File: config.mk
export PLATFORM = sky130hd
export DESIGN_NAME = vls_imm_gen
export DESIGN_NICKNAME = d
export VERILOG_FILES = /design/src/rtl/vls_imm_pkg.sv /design/src/rtl/vls_elem_index.sv /design/src/rtl/vls_imm_extract.sv /design/src/rtl/vls_imm_combine.sv /design/src/rtl/vls_imm_gen.sv
export SDC_FILE = /design/constraint.sdc
export NUM_CORES = 1
export LEC_CHECK = 0
export BUFFER_PORTS_ARGS = -buffer_cell sky130_fd_sc_hd__clkbuf_2
export CAP_MARGIN = 5
export CORE_MARGIN = 3
export CORE_UTILIZATION = 62
export DETAILED_ROUTE_END_ITERATION = 10
export PLACE_DENSITY = 0.84
export SLEW_MARGIN = 10
export SYNTH_ARGS = -nofsm -noshare
export SYNTH_HDL_FRONTEND = slang
export SYNTH_SLANG_ARGS = --single-unit
File: constraint.sdc
create_clock -name clk -period 0.95 [get_ports clk]
set_input_delay 0.1425 -clock clk [delete_from_list [all_inputs] [get_ports clk]]
set_output_delay 0.1425 -clock clk [all_outputs]
set_load 0.02 [all_outputs]
File: src/rtl/vls_imm_pkg.sv
package vls_imm_pkg;
  typedef enum logic [1:0] {
    AM_PLAIN = 2'd0,
    AM_SHIFT = 2'd1,
    AM_UNIT  = 2'd2,
    AM_ELEM  = 2'd3
  } addr_mode_e;

  typedef enum logic [1:0] {
    MOP_NONE  = 2'd0,
    MOP_LOAD  = 2'd1,
    MOP_STORE = 2'd2,
    MOP_RSVD  = 2'd3
  } mem_op_e;

  localparam int unsigned SHAMT_W = 6;
endpackage

File: src/rtl/vls_elem_index.sv
module vls_elem_index
  import vls_imm_pkg::*;
#(
  parameter int unsigned STEP_W = 7,
  parameter int unsigned SUB_W  = 2,
  localparam int unsigned OFF_W = STEP_W + SUB_W
) (
  input  logic [1:0]        op,
  input  logic [STEP_W-1:0] src_step,
  input  logic [STEP_W-1:0] dst_step,
  input  logic [SUB_W-1:0]  sub_step,
  input  logic [SUB_W-1:0]  sub_len,
  output logic [OFF_W-1:0]  elem_off,
  output logic              op_active
);
  function automatic logic [OFF_W-1:0] linear_index(
    input logic [STEP_W-1:0] step,
    input logic [SUB_W-1:0]  len_m1,
    input logic [SUB_W-1:0]  pos
  );
    logic [OFF_W-1:0] group;
    group = OFF_W'(step) << 0;
    return OFF_W'(group * (OFF_W'(len_m1) + OFF_W'(1))) + OFF_W'(pos);
  endfunction

  mem_op_e          op_e;
  logic [STEP_W-1:0] sel_step;

  always_comb begin
    op_e      = mem_op_e'(op);
    op_active = 1'b1;
    sel_step  = '0;
    unique case (op_e)
      MOP_LOAD:  sel_step = src_step;
      MOP_STORE: sel_step = dst_step;
      default:   op_active = 1'b0;
    endcase
    elem_off = op_active ? linear_index(sel_step, sub_len, sub_step) : '0;
  end
endmodule

File: src/rtl/vls_imm_extract.sv
module vls_imm_extract
  import vls_imm_pkg::*;
#(
  parameter int unsigned IMM_W = 32
) (
  input  logic [15:0]      imm_field,
  input  logic             ds_form,
  input  logic             shift_mode,
  output logic [IMM_W-1:0] imm_sext
);
  function automatic logic [IMM_W-1:0] sext16(input logic [15:0] v);
    return {{(IMM_W-16){v[15]}}, v};
  endfunction

  function automatic logic [IMM_W-1:0] sext11(input logic [10:0] v);
    return {{(IMM_W-11){v[10]}}, v};
  endfunction

  always_comb begin
    if (shift_mode)    imm_sext = sext11(imm_field[10:0]);
    else if (ds_form)  imm_sext = sext16({imm_field[13:0], 2'b00});
    else               imm_sext = sext16(imm_field);
  end
endmodule

File: src/rtl/vls_imm_combine.sv
module vls_imm_combine
  import vls_imm_pkg::*;
#(
  parameter int unsigned IMM_W = 32,
  parameter int unsigned OFF_W = 9,
  parameter int unsigned WID_W = 4,
  parameter int unsigned REG_W = 64
) (
  input  logic [1:0]       mode,
  input  logic             ds_form,
  input  logic [IMM_W-1:0] imm_sext,
  input  logic [OFF_W-1:0] elem_off,
  input  logic [WID_W-1:0] acc_width,
  input  logic [REG_W-1:0] shift_reg,
  output logic [IMM_W-1:0] result,
  output logic             replace,
  output logic             shift_oob
);
  logic [SHAMT_W-1:0] shamt;

  generate
    if (REG_W > SHAMT_W) begin : g_wide_reg
      assign shift_oob = |shift_reg[REG_W-1:SHAMT_W];
      assign shamt     = shift_reg[SHAMT_W-1:0];
    end else begin : g_narrow_reg
      assign shift_oob = 1'b0;
      assign shamt     = SHAMT_W'(shift_reg);
    end
  endgenerate

  function automatic logic [IMM_W-1:0] scaled(
    input logic [IMM_W-1:0] imm,
    input logic [OFF_W-1:0] off
  );
    return imm * IMM_W'(off);
  endfunction

  function automatic logic [IMM_W-1:0] strided(
    input logic [IMM_W-1:0] imm,
    input logic [OFF_W-1:0] off,
    input logic [WID_W-1:0] w
  );
    return imm + IMM_W'(off) * IMM_W'(w);
  endfunction

  function automatic logic [IMM_W-1:0] shifted(
    input logic [IMM_W-1:0]   imm,
    input logic [OFF_W-1:0]   off,
    input logic [SHAMT_W-1:0] sa,
    input logic               oob
  );
    logic [2*IMM_W-1:0] wide;
    wide = {{IMM_W{1'b0}}, scaled(imm, off)} << sa;
    return oob ? '0 : wide[IMM_W-1:0];
  endfunction

  addr_mode_e       mode_e;
  logic [IMM_W-1:0] raw;

  always_comb begin
    mode_e  = addr_mode_e'(mode);
    replace = 1'b1;
    unique case (mode_e)
      AM_SHIFT: raw = shifted(imm_sext, elem_off, shamt, shift_oob);
      AM_UNIT:  raw = strided(imm_sext, elem_off, acc_width);
      AM_ELEM:  raw = scaled(imm_sext, elem_off);
      default: begin
        raw     = imm_sext;
        replace = 1'b0;
      end
    endcase
    result = (replace && ds_form) ? (raw >> 2) : raw;
  end
endmodule

File: src/rtl/vls_imm_gen.sv
module vls_imm_gen
  import vls_imm_pkg::*;
#(
  parameter int unsigned STEP_W = 7,
  parameter int unsigned SUB_W  = 2,
  parameter int unsigned WID_W  = 4,
  parameter int unsigned REG_W  = 64,
  parameter int unsigned IMM_W  = 32,
  localparam int unsigned OFF_W = STEP_W + SUB_W
) (
  input  logic              clk,
  input  logic              rst_n,
  input  logic              in_valid,
  input  logic [15:0]       imm_field,
  input  logic              ds_form,
  input  logic [1:0]        mode,
  input  logic [1:0]        op,
  input  logic [STEP_W-1:0] src_step,
  input  logic [STEP_W-1:0] dst_step,
  input  logic [SUB_W-1:0]  sub_step,
  input  logic [SUB_W-1:0]  sub_len,
  input  logic [WID_W-1:0]  acc_width,
  input  logic [REG_W-1:0]  shift_reg,
  output logic              out_valid,
  output logic [IMM_W-1:0]  imm_out,
  output logic              replace_out
);
  logic [OFF_W-1:0] elem_off;
  logic             op_active;
  logic [IMM_W-1:0] imm_sext;
  logic [IMM_W-1:0] result;
  logic             replace;
  logic             shift_oob;

  vls_elem_index #(.STEP_W(STEP_W), .SUB_W(SUB_W)) u_index (
    .op        (op),
    .src_step  (src_step),
    .dst_step  (dst_step),
    .sub_step  (sub_step),
    .sub_len   (sub_len),
    .elem_off  (elem_off),
    .op_active (op_active)
  );

  vls_imm_extract #(.IMM_W(IMM_W)) u_extract (
    .imm_field  (imm_field),
    .ds_form    (ds_form),
    .shift_mode (mode == 2'(AM_SHIFT)),
    .imm_sext   (imm_sext)
  );

  vls_imm_combine #(
    .IMM_W(IMM_W), .OFF_W(OFF_W), .WID_W(WID_W), .REG_W(REG_W)
  ) u_combine (
    .mode      (mode),
    .ds_form   (ds_form),
    .imm_sext  (imm_sext),
    .elem_off  (elem_off),
    .acc_width (acc_width),
    .shift_reg (shift_reg),
    .result    (result),
    .replace   (replace),
    .shift_oob (shift_oob)
  );

  always_ff @(posedge clk or negedge rst_n) begin
    if (!rst_n) begin
      out_valid   <= 1'b0;
      imm_out     <= '0;
      replace_out <= 1'b0;
    end else begin
      out_valid <= in_valid;
      if (in_valid) begin
        imm_out     <= result;
        replace_out <= replace;
      end
    end
  end

  // a request that is neither load nor store carries a zero index
  assert_noop_zero_index_R2: assert property (@(posedge clk) disable iff (!rst_n)
    !op_active |-> elem_off == '0);

  // strided and shift modes flag a replacement
  assert_strided_flag_R7: assert property (@(posedge clk) disable iff (!rst_n)
    in_valid && mode != 2'(AM_PLAIN) |=> replace_out);

  // plain mode never flags
  assert_plain_noflag_R9: assert property (@(posedge clk) disable iff (!rst_n)
    in_valid && mode == 2'(AM_PLAIN) |=> !replace_out);

  // out-of-range shift amount zeroes the result
  assert_bigshift_zero_R6: assert property (@(posedge clk) disable iff (!rst_n)
    in_valid && mode == 2'(AM_SHIFT) && shift_oob |=> imm_out == '0);

  // rescaled results have two clear top bits
  assert_ds_rescale_R10: assert property (@(posedge clk) disable iff (!rst_n)
    in_valid && ds_form && mode != 2'(AM_PLAIN) |=> imm_out[IMM_W-1:IMM_W-2] == 2'b00);

  // valid follows the request by one cycle; data holds when idle
  assert_valid_follow_R11: assert property (@(posedge clk) disable iff (!rst_n)
    in_valid |=> out_valid);
  assert_idle_hold_R11: assert property (@(posedge clk) disable iff (!rst_n)
    !in_valid |=> !out_valid && $stable(imm_out) && $stable(replace_out));
endmodule

==> flow_summary_export.csv, run 1 <==
group,metric,value,unit
synth,async_reset_ff_share,100,%
synth,syn_area,12500,um^2
cts,clock_path_buffers,2,
floorplan,pin_count,144,
placement,numPortBuffers,143,
global_route,grt_pass1_vias,23200,
synth,synth_flop_cell,"dfrtp_1",
outcome,failed_stage,"5_1_grt",
synth,syn_avg_cell_area,7.41,um^2
synth,yosysWarnings,0,
placement,place_congestion,1.23,
cts,tritoncts_num_sinks,34,
synth,synth-edff-count,0,
cts,htreeDepth,2,
global_route,grt_max_degree,26,
synth,syn_nets,2038,
floorplan,rows,51,
floorplan,chipHeight,148,um
floorplan,dieWidth,148,um
global_route,grt_usage,84.1,%
synth,syn_inst,1692,
global_route,grt_overflow,491,
synth,yosysUniqueCellTypes,81,
cts,cts_made_buffers,5,
floorplan,start_util,63.8,%
cts,cts-root-buf,"clkbuf_16",
synth,ys_seq_elements,34,
synth,synth-seq-area-share,6.79,%
placement,dp.final_hpwl,44900,um
global_route,grt_pass1_wl,142000,um
outcome,status,"aborted with a tool error",
outcome,run.stop_error,"[ERROR GRT-0116] Global routing finished with congestion. Check the congestion regions in the DRC Viewer.",
==> cell usage after synthesis (7+ instances only) <==
cell / number / share of area, %
ha_1: 81 / 8.1
a221oi_1: 10 / 0.70
nand2_1: 191 / 5.7
mux2_2: 22 / 2.0
inv_1: 240 / 7.2
buf_2: 12 / 0.48
nand3_1: 25 / 1.0
buf_1: 10 / 0.30
a22oi_1: 18 / 1.1
dfrtp_1: 34 / 6.8
a31oi_1: 19 / 0.95
a21o_1: 23 / 1.4
nor2_1: 218 / 6.5
nor2b_1: 15 / 0.75
nand4_1: 12 / 0.60
fa_1: 155 / 25
a211oi_1: 23 / 1.4
a21oi_1: 104 / 4.2
nor3_1: 22 / 0.88
o221ai_1: 7 / 0.49
o22ai_1: 14 / 0.70
xnor2_1: 17 / 1.2
nor4_1: 26 / 1.3
or3_1: 8 / 0.40
and2_1: 31 / 1.5
mux4_2: 7 / 1.3
o21ai_0: 69 / 2.8
o211ai_1: 13 / 0.78
mux2i_1: 27 / 2.2
xor2_1: 16 / 1.1
clkbuf_1: 67 / 2.0
nand2b_1: 15 / 0.75
o21ai_1: 11 / 0.44
o31ai_1: 7 / 0.42
o21a_1: 16 / 0.96
and3_1: 17 / 0.85
==> timing repair <==
item / 4_1_cts
gates cloned: 4
pin swaps: 112
endpoints found under the hold margin: 11
hold buffers: 1
setup buffers: 53
endpoints found under the setup margin: 66
resized for setup: 313
==> cell families after synthesis <==
family	share of synthesized area [%]
AND/OR/NAND/NOR	21.6
AO/OA/AOI/OAI	20.5
buffers and inverters	10.4
adder cells (fa/ha/maj)	32.8
multiplexers	5.39
XOR/XNOR	2.44
flip-flops	6.79
==> through the flow <==
stage               instance area [um^2]  std cells  setup slack, ps  setup TNS (ps)
CTS                                19000       2510            -7250         -216100
detailed placement                 16900       2444            -8130         -238360
global placement                   16900       2444            -7700         -223330
floorplan                          12900       1692            -7330         -209540
==> metal layers <==
metal	GRT overflow	track usage, %
met1	9	79.6
met2	261	101
met3	10	64.7
met4	209	99.6
met5	2	33.9
==> inputs of run 2 (changes only) <==
--- a/config.mk
+++ b/config.mk
@@ -8,9 +8,9 @@
 export BUFFER_PORTS_ARGS = -buffer_cell sky130_fd_sc_hd__clkbuf_2
 export CAP_MARGIN = 5
 export CORE_MARGIN = 3
-export CORE_UTILIZATION = 62
+export CORE_UTILIZATION = 40
 export DETAILED_ROUTE_END_ITERATION = 10
-export PLACE_DENSITY = 0.84
+export PLACE_DENSITY_LB_ADDON = 0.15
 export SLEW_MARGIN = 10
 export SYNTH_ARGS = -nofsm -noshare
 export SYNTH_HDL_FRONTEND = slang
==> run 2 against run 1 <==
- the flow now finishes, with violations (negative setup slack)
- synthesized cell count is the same
- area after synthesis is the same
==> flow_summary_export.csv, run 2 <==
group,metric,value,unit
outcome,status,"finished, violations left",
outcome,violations,"negative setup slack",
min_path,hp-class,"in2reg",
critical_path,r2r-end,"imm_out[23]$_DFFE_PN0P_",
layout,reg.largest.list,"imm_out: 32 flops, out_valid: 1 flops, replace_out: 1 flops",
global_route,grt_antenna_before_repair,0,
layout,drive_above_1_share,43.5,%
floorplan,die_area,33500,um^2
power_and_ir_drop,cellPowerDensity,1660,nW/um^2
timing,max_slew.worst_pin.slew,695,ps
layout,final_cells,2697,
cts,cts-root-buf,"clkbuf_16",
layout,largest-register,"imm_out",
critical_path,endpoint_kind,"register",
timing,slew_viol_final,0,
route,drc,0,
cts,clk_latency,280,ps
floorplan,dieWidth,183,um
timing,hold_viol,0,
critical_path,worstPathMaxFanout,5,
synth,synth-edff-count,0,
synth,synth.top_cells.by_area,"fa_1 25%, ha_1 8.1%, inv_1 7.2%, dfrtp_1 6.8%, nor2_1 6.5%",
route,ant_nets,0,
floorplan,start_util,40.8,%
min_path,worstHoldPathCells,4,
layout,largest_reg_flops,32,
layout,syn_to_final_growth,58.8,%
timing,min_period_over_period,866,%
timing,fmax,122,MHz
placement,dp.final_hpwl,43600,um
global_route,grt_usage,30.3,%
synth,synth_flop_cell,"dfrtp_1",
route,drtPass1Iterations,5,
critical_path,ff2ff_setup_slack,10,ps
critical_path,worst_path_most_repeated_cell,"buf_4",
timing,relSlewSlack,52.3,%
floorplan,pin_count,144,
critical_path,cp-start-kind,"input pin",
timing,period_minus_slack,8230,ps
synth,async_reset_ff_share,100,%
global_route,grt_pass1_wl,80800,um
synth,synth_compound_area_share,20.5,%
critical_path,cp_top_family,"adder cells",
layout,fin_nets,2646,
critical_path,slowest_stage,"fa_2",
synth,synthTopCellsByCount,"240 x inv_1, 218 x nor2_1, 191 x nand2_1",
layout,layout_commonest_cell,"buf_4",
critical_path,reg2reg_from,"imm_out[23]$_DFFE_PN0P_",
synth,synth-simple-area-share,21.6,%
min_path,hold_end,"imm_out[12]$_DFFE_PN0P_",
route,drt-initial-drc-count,1038,
synth,synth_top_area_share,24.8,%
critical_path,crit_required,1120,ps
min_path,min_from,"in_valid",
placement,dpl.cell_count,2616,
global_route,grt_overflow,0,
cts,tritoncts_num_sinks,34,
cts,htreeDepth,2,
timing,fin_skew,0,ps
synth,syn_nets,2038,
synth,ys_seq_elements,34,
synth,syn_inst,1692,
timing,grt_setup_unrepaired,"yes",
layout,fill_cells,2713,
cts,clkSlewWorstSetupHoldPaths,50,ps
synth,synth-seq-area-share,6.79,%
synth,synth_most_common_cell,"inv_1",
power_and_ir_drop,leakage,9.64,nW
critical_path,worst-path-buf-inv,9,
cts,clock_path_buffers,2,
synth,syn_avg_cell_area,7.41,um^2
timing,holdWs,322,ps
critical_path,critPathKind,"in2reg",
synth,yosysUniqueCellTypes,81,
synth,synth_fa_ha_area_share,32.8,%
floorplan,chipHeight,183,um
timing,finalSetupViolCount,53,
critical_path,max_stage_delay,600,ps
global_route,grt_pass1_vias,15000,
critical_path,r2r_cells,2,
layout,seqCellArea,851,um^2
flow_run,maxCapViolations,0,
floorplan,core-area,30700,um^2
synth,synth.mux.area_fraction,5.39,%
power_and_ir_drop,peakVddDrop,0.00172,V
global_route,grt_max_degree,38,
critical_path,cp.arrival,8400,ps
layout,multi_input_area,12200,um^2
layout,layout_common_cells,"506 x buf_4, 226 x inv_1, 188 x nor2_1",
placement,place_congestion,0.995,
layout,diodes,0,
placement,numPortBuffers,143,
synth,netlist.top_cell.by_area,"fa_1",
route,routed_wl,52100,um
route,num_vias,14700,
cts,tritoncts,"yes",
route,vias_per_cell,5.45,
synth,syn_area,12500,um^2
route,routedWlPerCell,19.3,um
critical_path,critPathLaunch,"op[0]",
synth,synth_top_family_by_area,"adder cells",
synth,yosysWarnings,0,
timing,worst_slack,-7280,ps
synth,synth-xor-area-share,2.44,%
cts,cts_made_buffers,5,
floorplan,rows,64,
## run 2: cell counts after synthesis
No cell type changed its count.
## run 2: worst max path at each step
stage,endpoint,slack [ps],cells after the start
after floorplan,imm_out[24]$_DFFE_PN0P_,-7330,39
after global placement,imm_out[27]$_DFFE_PN0P_,-7770,38
after detailed placement,imm_out[30]$_DFFE_PN0P_,-7930,37
after CTS,imm_out[24]$_DFFE_PN0P_,-7310,37
after global routing,imm_out[23]$_DFFE_PN0P_,-7570,39
final,imm_out[21]$_DFFE_PN0P_,-7280,40
## run 2: metrics by stage
step	setup WS [ps]	utilization (%)	setup TNS (ps)	total power [mW]	instance area, um^2
final	-7280	64.7	-214510	33.1	19900
after global routing	-7570	64.7	-223550	35.4	19900
after CTS	-7310	61.1	-214420	29.9	18800
after detailed placement	-7930	56.3	-233970	25.1	17300
after global placement	-7770	56.3	-228130	24.9	17300
after floorplan	-7330	-	-209540	14.5	12900
## run 2: what timing repair did
| item | CTS | global route |
|---|---|---|
| cloned | 1 | 0 |
| pin swaps | 83 | 95 |
| hold buffers | 1 | 0 |
| buffers inserted | 43 | 32 |
| setup endpoints to repair | 64 | 65 |
| endpoints found under the hold margin | 34 | 0 |
| gates resized for setup | 212 | 223 |
## run 2: area by class of cell
cell class / count / share of cell area [%]
clock inverter: 1 / 0.0251
inverter: 247 / 4.71
clock buffer: 7 / 0.716
sequential: 34 / 4.27
timing repair buffer: 692 / 26.7
tap: 396 / 2.49
multi-input combinational: 1320 / 61.1
## run 2: routing by layer
| metal | track usage, % | up-vias | wire length, um |
|---|---|---|---|
| li1 | - | 6916 | - |
| met3 | 5.59 | 87 | 3820 |
| met1 | 42.1 | 7183 | 22600 |
| met5 | 0 | - | 0 |
| met2 | 48.9 | 515 | 24100 |
| met4 | 7.86 | 0 | 1540 |
## run 2: power by group
part / switching (mW) / leakage [nW] / internal (mW)
Sequential: 0.234 / 0.398 / 1.72
Combinational: 14.9 / 9.17 / 14.5
Clock: 0.609 / 0.0739 / 1.04
## run 2: logic make-up (layout without fill, tap and decap cells)
group,Yosys count,after routing
flip-flops,34,34
buffers and inverters,339,947
adder cells (fa/ha/maj),236,236
multiplexers,56,56
AO/OA/AOI/OAI,393,393
XOR/XNOR,34,34
AND/OR/NAND/NOR,600,601
## run 2: tightest hold or removal path, cell delays in order
cell and delay [ps]:
clkbuf_2 150, nand2_1 100, buf_4 120, o21ai_1 50
Note: power is estimated with default switching activity, not from simulation.
==> inputs of run 3 (changes only) <==
--- a/config.mk
+++ b/config.mk
@@ -5,13 +5,13 @@
 export SDC_FILE = /design/constraint.sdc
 export NUM_CORES = 1
 export LEC_CHECK = 0
+export ABC_AREA = 1
 export BUFFER_PORTS_ARGS = -buffer_cell sky130_fd_sc_hd__clkbuf_2
 export CAP_MARGIN = 5
 export CORE_MARGIN = 3
 export CORE_UTILIZATION = 40
 export DETAILED_ROUTE_END_ITERATION = 10
 export PLACE_DENSITY_LB_ADDON = 0.15
-export SLEW_MARGIN = 10
 export SYNTH_ARGS = -nofsm -noshare
 export SYNTH_HDL_FRONTEND = slang
 export SYNTH_SLANG_ARGS = --single-unit
==> run 3 against run 2 <==
- the run still ends with negative setup slack left
- area after synthesis shrank 0.71%
- final cell count grew 8.1%
- via count grew 1.1%
- non-clock buffer count down 129
- critical endpoint is now imm_out[9]$_DFFE_PN0P_
- utilization decreased by 0.43 points
- sequential power barely moved
- global-route usage decreased by 1.9 points
- clock skew stayed put
==> flow_summary_export.csv, run 3 <==
group,metric,value,unit
synth,syn_inst,2010,
timing,fin_skew,0,ps
synth,synth_flop_cell,"dfrtp_1",
placement,numPortBuffers,143,
timing,hold_viol,0,
min_path,worstHoldPathCells,2,
power_and_ir_drop,cellPowerDensity,1230,nW/um^2
power_and_ir_drop,leakage,10.6,nW
layout,diodes,0,
route,num_vias,14900,
route,ant_nets,0,
outcome,status,"finished, violations left",
synth,synth.top_cells.by_area,"fa_1 25%, nand2_1 17%, inv_1 12%, nand3_1 10%, ha_1 8.1%",
floorplan,pin_count,144,
timing,holdWs,104,ps
synth,ys_seq_elements,34,
synth,syn_area,12400,um^2
cts,clock_path_buffers,2,
critical_path,critPathKind,"in2reg",
synth,synthTopCellsByCount,"551 x nand2_1, 401 x inv_1, 258 x nand3_1",
floorplan,start_util,41.2,%
timing,min_period_over_period,770,%
critical_path,endpoint_kind,"register",
layout,largest-register,"imm_out",
critical_path,worst_path_most_repeated_cell,"nor2_1",
critical_path,r2r_cells,3,
floorplan,core-area,30200,um^2
outcome,violations,"negative setup slack",
timing,fmax,137,MHz
synth,async_reset_ff_share,100,%
layout,layout_commonest_cell,"nand2_1",
placement,dp_slack,-6790,ps
critical_path,crit_required,1110,ps
cts,clkSlewWorstSetupHoldPaths,50,ps
floorplan,die_area,33300,um^2
synth,synth-edff-count,0,
global_route,grt_pass1_vias,15100,
timing,grt_setup_unrepaired,"yes",
critical_path,cp.arrival,7470,ps
critical_path,r2r-end,"imm_out[3]$_DFFE_PN0P_",
route,drc,0,
route,drtPass1Iterations,5,
synth,synth-seq-area-share,6.83,%
cts,tritoncts,"yes",
cts,clk_latency,280,ps
layout,drive_above_1_share,38.8,%
timing,tns,-192720,ps
min_path,min_from,"in_valid",
cts,cts_made_buffers,5,
global_route,grt_pass1_wl,76800,um
layout,reg.largest.list,"imm_out: 32 flops, out_valid: 1 flops, replace_out: 1 flops",
synth,syn_nets,2356,
synth,synth_top_area_share,24.9,%
critical_path,cp-start-kind,"input pin",
power_and_ir_drop,power,23.8,mW
layout,multi_input_area,11800,um^2
route,drt-initial-drc-count,893,
global_route,grt_usage,28.4,%
floorplan,rows,63,
timing,worst_slack,-6360,ps
min_path,hp-class,"in2reg",
layout,seqCellArea,851,um^2
timing,relSlewSlack,44.0,%
floorplan,dieWidth,182,um
route,routed_wl,47700,um
critical_path,reg2reg_from,"imm_out[3]$_DFFE_PN0P_",
route,vias_per_cell,5.09,
route,routedWlPerCell,16.4,um
timing,slew_viol_final,0,
global_route,grt_max_degree,35,
layout,syn_to_final_growth,56.0,%
timing,max_slew.worst_pin.slew,831,ps
layout,fill_cells,2730,
cts,tritoncts_num_sinks,34,
flow_run,maxCapViolations,0,
critical_path,max_stage_delay,550,ps
critical_path,ff2ff_setup_slack,160,ps
placement,place_congestion,0.963,
synth,netlist.top_cell.by_area,"fa_1",
global_route,grt_antenna_before_repair,0,
timing,period_minus_slack,7310,ps
power_and_ir_drop,peakVddDrop,0.000729,V
cts,cts-root-buf,"clkbuf_16",
placement,dp.final_hpwl,40100,um
cts,htreeDepth,2,
synth,syn_avg_cell_area,6.19,um^2
global_route,grt_overflow,0,
synth,synth_most_common_cell,"nand2_1",
critical_path,slowest_stage,"fa_1",
min_path,hold_end,"out_valid$_DFF_PN0_",
timing,finalSetupViolCount,51,
layout,fin_nets,2871,
floorplan,chipHeight,182,um
synth,yosysUniqueCellTypes,54,
layout,fin_area,19400,um^2
placement,post_dp_cell_area,16900,um^2
critical_path,worstPathMaxFanout,7,
layout,layout_common_cells,"441 x nand2_1, 377 x buf_4, 369 x inv_1",
layout,largest_reg_flops,32,
synth,yosysWarnings,0,
==> run 3: cell count changes after synthesis, moves of 19 or more <==
cell,delta
a211oi_1,-22
a21o_1,-21
a21oi_1,-54
a31oi_1,-19
and2_1,-30
clkbuf_1,-41
inv_1,+161
mux2_2,-22
mux2i_1,-25
nand2_1,+360
nand3_1,+233
o21ai_0,-23
==> run 3: kinds of logic after synthesis <==
group | Yosys count | share of synthesized area, %
multiplexers | 2 | 0.161
flip-flops | 34 | 6.83
buffers and inverters | 473 | 14.5
adder cells (fa/ha/maj) | 236 | 33.1
XOR/XNOR | 8 | 0.563
AO/OA/AOI/OAI | 154 | 7.27
AND/OR/NAND/NOR | 1103 | 37.6
==> run 3: where the power goes <==
part	switching (mW)	internal (mW)
logic	11.1	9.15
clock network	0.614	1.04
registers	0.231	1.73
==> run 3: repair_timing <==
action,in CTS,in global routing
resized for setup,240,272
gates cloned,1,0
pin swaps,92,101
hold buffers,1,0
setup buffers,38,25
setup endpoints to repair,64,65
hold endpoints to repair,34,0
==> run 3: per-stage QoR <==
stage	cells	util (%)
final	2916	64.3
after global routing	2916	64.3
after CTS	2896	60.7
after detailed placement	2849	55.9
after global placement	2849	55.9
after floorplan	2010	-
==> run 3: how the worst max path moves through the flow <==
stage                     startpoint                       to  slack [ps]  cells after the start
after floorplan                op[0]  imm_out[29]$_DFFE_PN0P_       -5860                     48
after global placement         op[0]  imm_out[14]$_DFFE_PN0P_       -6720                     47
after detailed placement       op[0]  imm_out[25]$_DFFE_PN0P_       -6790                     48
after CTS                      op[1]  imm_out[25]$_DFFE_PN0P_       -6170                     54
after global routing           op[0]  imm_out[25]$_DFFE_PN0P_       -6830                     52
final                          op[0]   imm_out[9]$_DFFE_PN0P_       -6360                     46
==> run 3: layout make-up <==
class | instances | share of cell area (%)
clock buffers | 7 | 0.735
clock inverters | 1 | 0.0258
inverters | 417 | 8.27
multi-input cells | 1503 | 61.0
flip-flops and latches | 34 | 4.38
well taps | 390 | 2.51
repair buffers | 563 | 23.0
repair inverters | 1 | 0.0580
==> run 3: critical path: cells and delay by family <==
family / cells / cell delay [ps]
xor gates and xnor gates: 1 / 240
buffers and inverters: 7 / 740
AOI/OAI and AO/OA: 5 / 980
adders and majority gates: 9 / 3390
and+or+nand+nor: 24 / 1960
==> run 3: routing by layer <==
layer | GRT usage, % | vias to the layer above | part of all wire [%]
li1 | - | 7275 | -
met3 | 3.77 | 84 | 5.1
met2 | 48.1 | 417 | 48
met4 | 7.34 | 0 | 3.3
met1 | 38.4 | 7080 | 44
met5 | 0 | - | 0
==> inputs of run 4 (changes only) <==
--- a/config.mk
+++ b/config.mk
@@ -8,6 +8,8 @@
 export ABC_AREA = 1
 export BUFFER_PORTS_ARGS = -buffer_cell sky130_fd_sc_hd__clkbuf_2
 export CAP_MARGIN = 5
+export CELL_PAD_IN_SITES_DETAIL_PLACEMENT = 0
+export CELL_PAD_IN_SITES_GLOBAL_PLACEMENT = 1
 export CORE_MARGIN = 3
 export CORE_UTILIZATION = 40
 export DETAILED_ROUTE_END_ITERATION = 10
==> run 4 against run 3 <==
- the flow still finishes with violations (negative setup slack)
- register-to-register slack got worse by 110 ps
- critical path depth rose by 2
- die area did not move
- clock skew did not move
- global-route usage rose by 0.95 points
- largest cell class unchanged
- via count rose by 1.9%
- utilization rose by 0.88 points
- fmax fell by 0.45%
- final cell count rose by 0.72%
- worst setup slack got worse by 33 ps
- total power rose by 0.39%
==> flow_summary_export.csv, run 4 (synthesized netlist as in run 3, its figures left out) <==
group,metric,value,unit
outcome,status,"finished, violations left",
outcome,violations,"negative setup slack",
flow_run,maxCapViolations,0,
critical_path,critPathKind,"in2reg",
floorplan,chipHeight,182,um
timing,fmax,136,MHz
global_route,grt_use_met2,49.1,%
timing,period_minus_slack,7350,ps
cts,cts-root-buf,"clkbuf_16",
cts,tritoncts_num_sinks,34,
route,routed_wl,49300,um
cts,clock_path_buffers,2,
timing,slew_viol_final,0,
cts,htreeDepth,2,
power_and_ir_drop,peakVddDrop,0.00106,V
timing,tns,-193920,ps
floorplan,rows,63,
timing,max_slew.worst_pin.slew,885,ps
global_route,grt_max_degree,35,
power_and_ir_drop,p_clk_share,6.9,%
placement,numPortBuffers,143,
route,drt-initial-drc-count,966,
placement,place_congestion,0.914,
layout,largest-register,"imm_out",
global_route,grt_antenna_before_repair,0,
critical_path,cp-start-kind,"input pin",
cts,cts_made_buffers,5,
global_route,grt_pass1_wl,78700,um
route,drc,0,
placement,dp_slack,-6810,ps
layout,diodes,0,
timing,min_period_over_period,773,%
timing,grt_setup_unrepaired,"yes",
timing,hold_viol,0,
power_and_ir_drop,p_switching,12.0,mW
global_route,met3_usage,3.67,%
timing,worst_slack,-6400,ps
critical_path,crit_required,1130,ps
critical_path,endpoint_kind,"register",
global_route,grt_busiest_layer,"met2",
global_route,grt_pass1_vias,15500,
timing,finalSetupViolCount,58,
critical_path,worstPathMaxFanout,8,
layout,fin_area,19700,um^2
power_and_ir_drop,leakage,10.7,nW
layout,layout_common_cells,"443 x nand2_1, 376 x buf_4, 364 x inv_1",
critical_path,worst_path_most_repeated_cell,"nor2_1",
cts,clkSlewWorstSetupHoldPaths,50,ps
floorplan,start_util,41.2,%
power_and_ir_drop,power_frac_comb,84.9,%
timing,relSlewSlack,40.4,%
floorplan,dieWidth,182,um
layout,syn_to_final_growth,58.1,%
floorplan,pin_count,144,
route,routedWlPerCell,16.8,um
critical_path,cp.arrival,7520,ps
timing,fin_skew,0,ps
route,drtPass1Iterations,6,
global_route,grt_overflow,0,
layout,reg.largest.list,"imm_out: 32 flops, out_valid: 1 flops, replace_out: 1 flops",
min_path,hp-class,"in2reg",
route,num_vias,15100,
route,ant_nets,0,
layout,drive_above_1_share,40.0,%
placement,post_dp_cell_area,16800,um^2
global_route,grt_usage,29.4,%
floorplan,core-area,30200,um^2
floorplan,die_area,33300,um^2
global_route,grt_use_met1,39.8,%
power_and_ir_drop,power_frac_seq,8.2,%
layout,fin_nets,2892,
cts,clk_latency,280,ps
critical_path,slowest_stage,"fa_1",
critical_path,max_stage_delay,590,ps
route,vias_per_cell,5.15,
layout,fin_util,65.2,%
power_and_ir_drop,p_sw_share,50.0,%
layout,largest_reg_flops,32,
layout,layout_commonest_cell,"nand2_1",
cts,tritoncts,"yes",
power_and_ir_drop,cellPowerDensity,1220,nW/um^2
placement,dp.final_hpwl,40400,um
power_and_ir_drop,p_int,12.0,mW
## run 4: power by group through the flow
stage / sequential [mW] / clock, mW / combinational, mW
2_1_floorplan: 2.26 / 0 / 9.08
3_3_place_gp: 1.92 / 0 / 16.1
3_5_place_dp: 1.93 / 0 / 16.3
4_1_cts: 1.91 / 1.69 / 19.1
5_1_grt: 1.98 / 1.76 / 22.1
6_report: 1.96 / 1.66 / 20.3
## run 4: metrics by stage
stage                     power, mW  hold WS, ps  std cells
after global routing           25.9          116       2937
final                          23.9          105       2937
after global placement         18.1          117       2841
after detailed placement       18.2          120       2841
after floorplan                11.3         -153       2010
after CTS                      22.8         97.0       2915
## run 4: timing repair
item,4_1_cts,5_1_grt
hold endpoints to repair,34,0
pin swaps,127,91
endpoints found under the setup margin,65,66
cloned,2,0
gates resized for setup,355,176
hold buffers,1,0
buffers inserted,77,22
## run 4: area by class of cell
| class | instances | area [um^2] |
|---|---|---|
| timing repair inverter | 2 | 16.3 |
| multi-input combinational | 1503 | 11800 |
| sequential | 34 | 851 |
| clock buffer | 7 | 143 |
| clock inverter | 1 | 5.00 |
| fill | 2752 | 10500 |
| tap | 390 | 488 |
| inverter | 417 | 1610 |
| timing repair buffer | 583 | 4730 |
## run 4: per-layer routing
| layer | share of wire [%] | vias to the layer above |
|---|---|---|
| li1 | - | 7311 |
| met5 | 0 | - |
| met1 | 44 | 7264 |
| met4 | 3.7 | 0 |
| met3 | 5.8 | 92 |
| met2 | 47 | 464 |
## run 4: worst paths after layout
path | from | to | slack [ps] | cells past startpoint
worst max register to register | imm_out[23]$_DFFE_PN0P_ | imm_out[23]$_DFFE_PN0P_ | 50 | 4
max in group asynchronous | rst_n | imm_out[29]$_DFFE_PN0P_ | 400 | 3
worst max-delay path | op[0] | imm_out[31]$_DFFE_PN0P_ | -6400 | 48
min in group asynchronous | rst_n | replace_out$_DFFE_PN0P_ | 360 | 3
worst min register to register | imm_out[4]$_DFFE_PN0P_ | imm_out[4]$_DFFE_PN0P_ | 520 | 2
worst min-delay path | in_valid | out_valid$_DFF_PN0_ | 100 | 2
## run 4: critical path, delay by kind of cell
family / cells / cell delay, ps
AO/OA/AOI/OAI: 3 / 500
adder cells (fa/ha/maj): 9 / 3700
buffers and inverters: 6 / 530
AND/OR/NAND/NOR: 30 / 2620
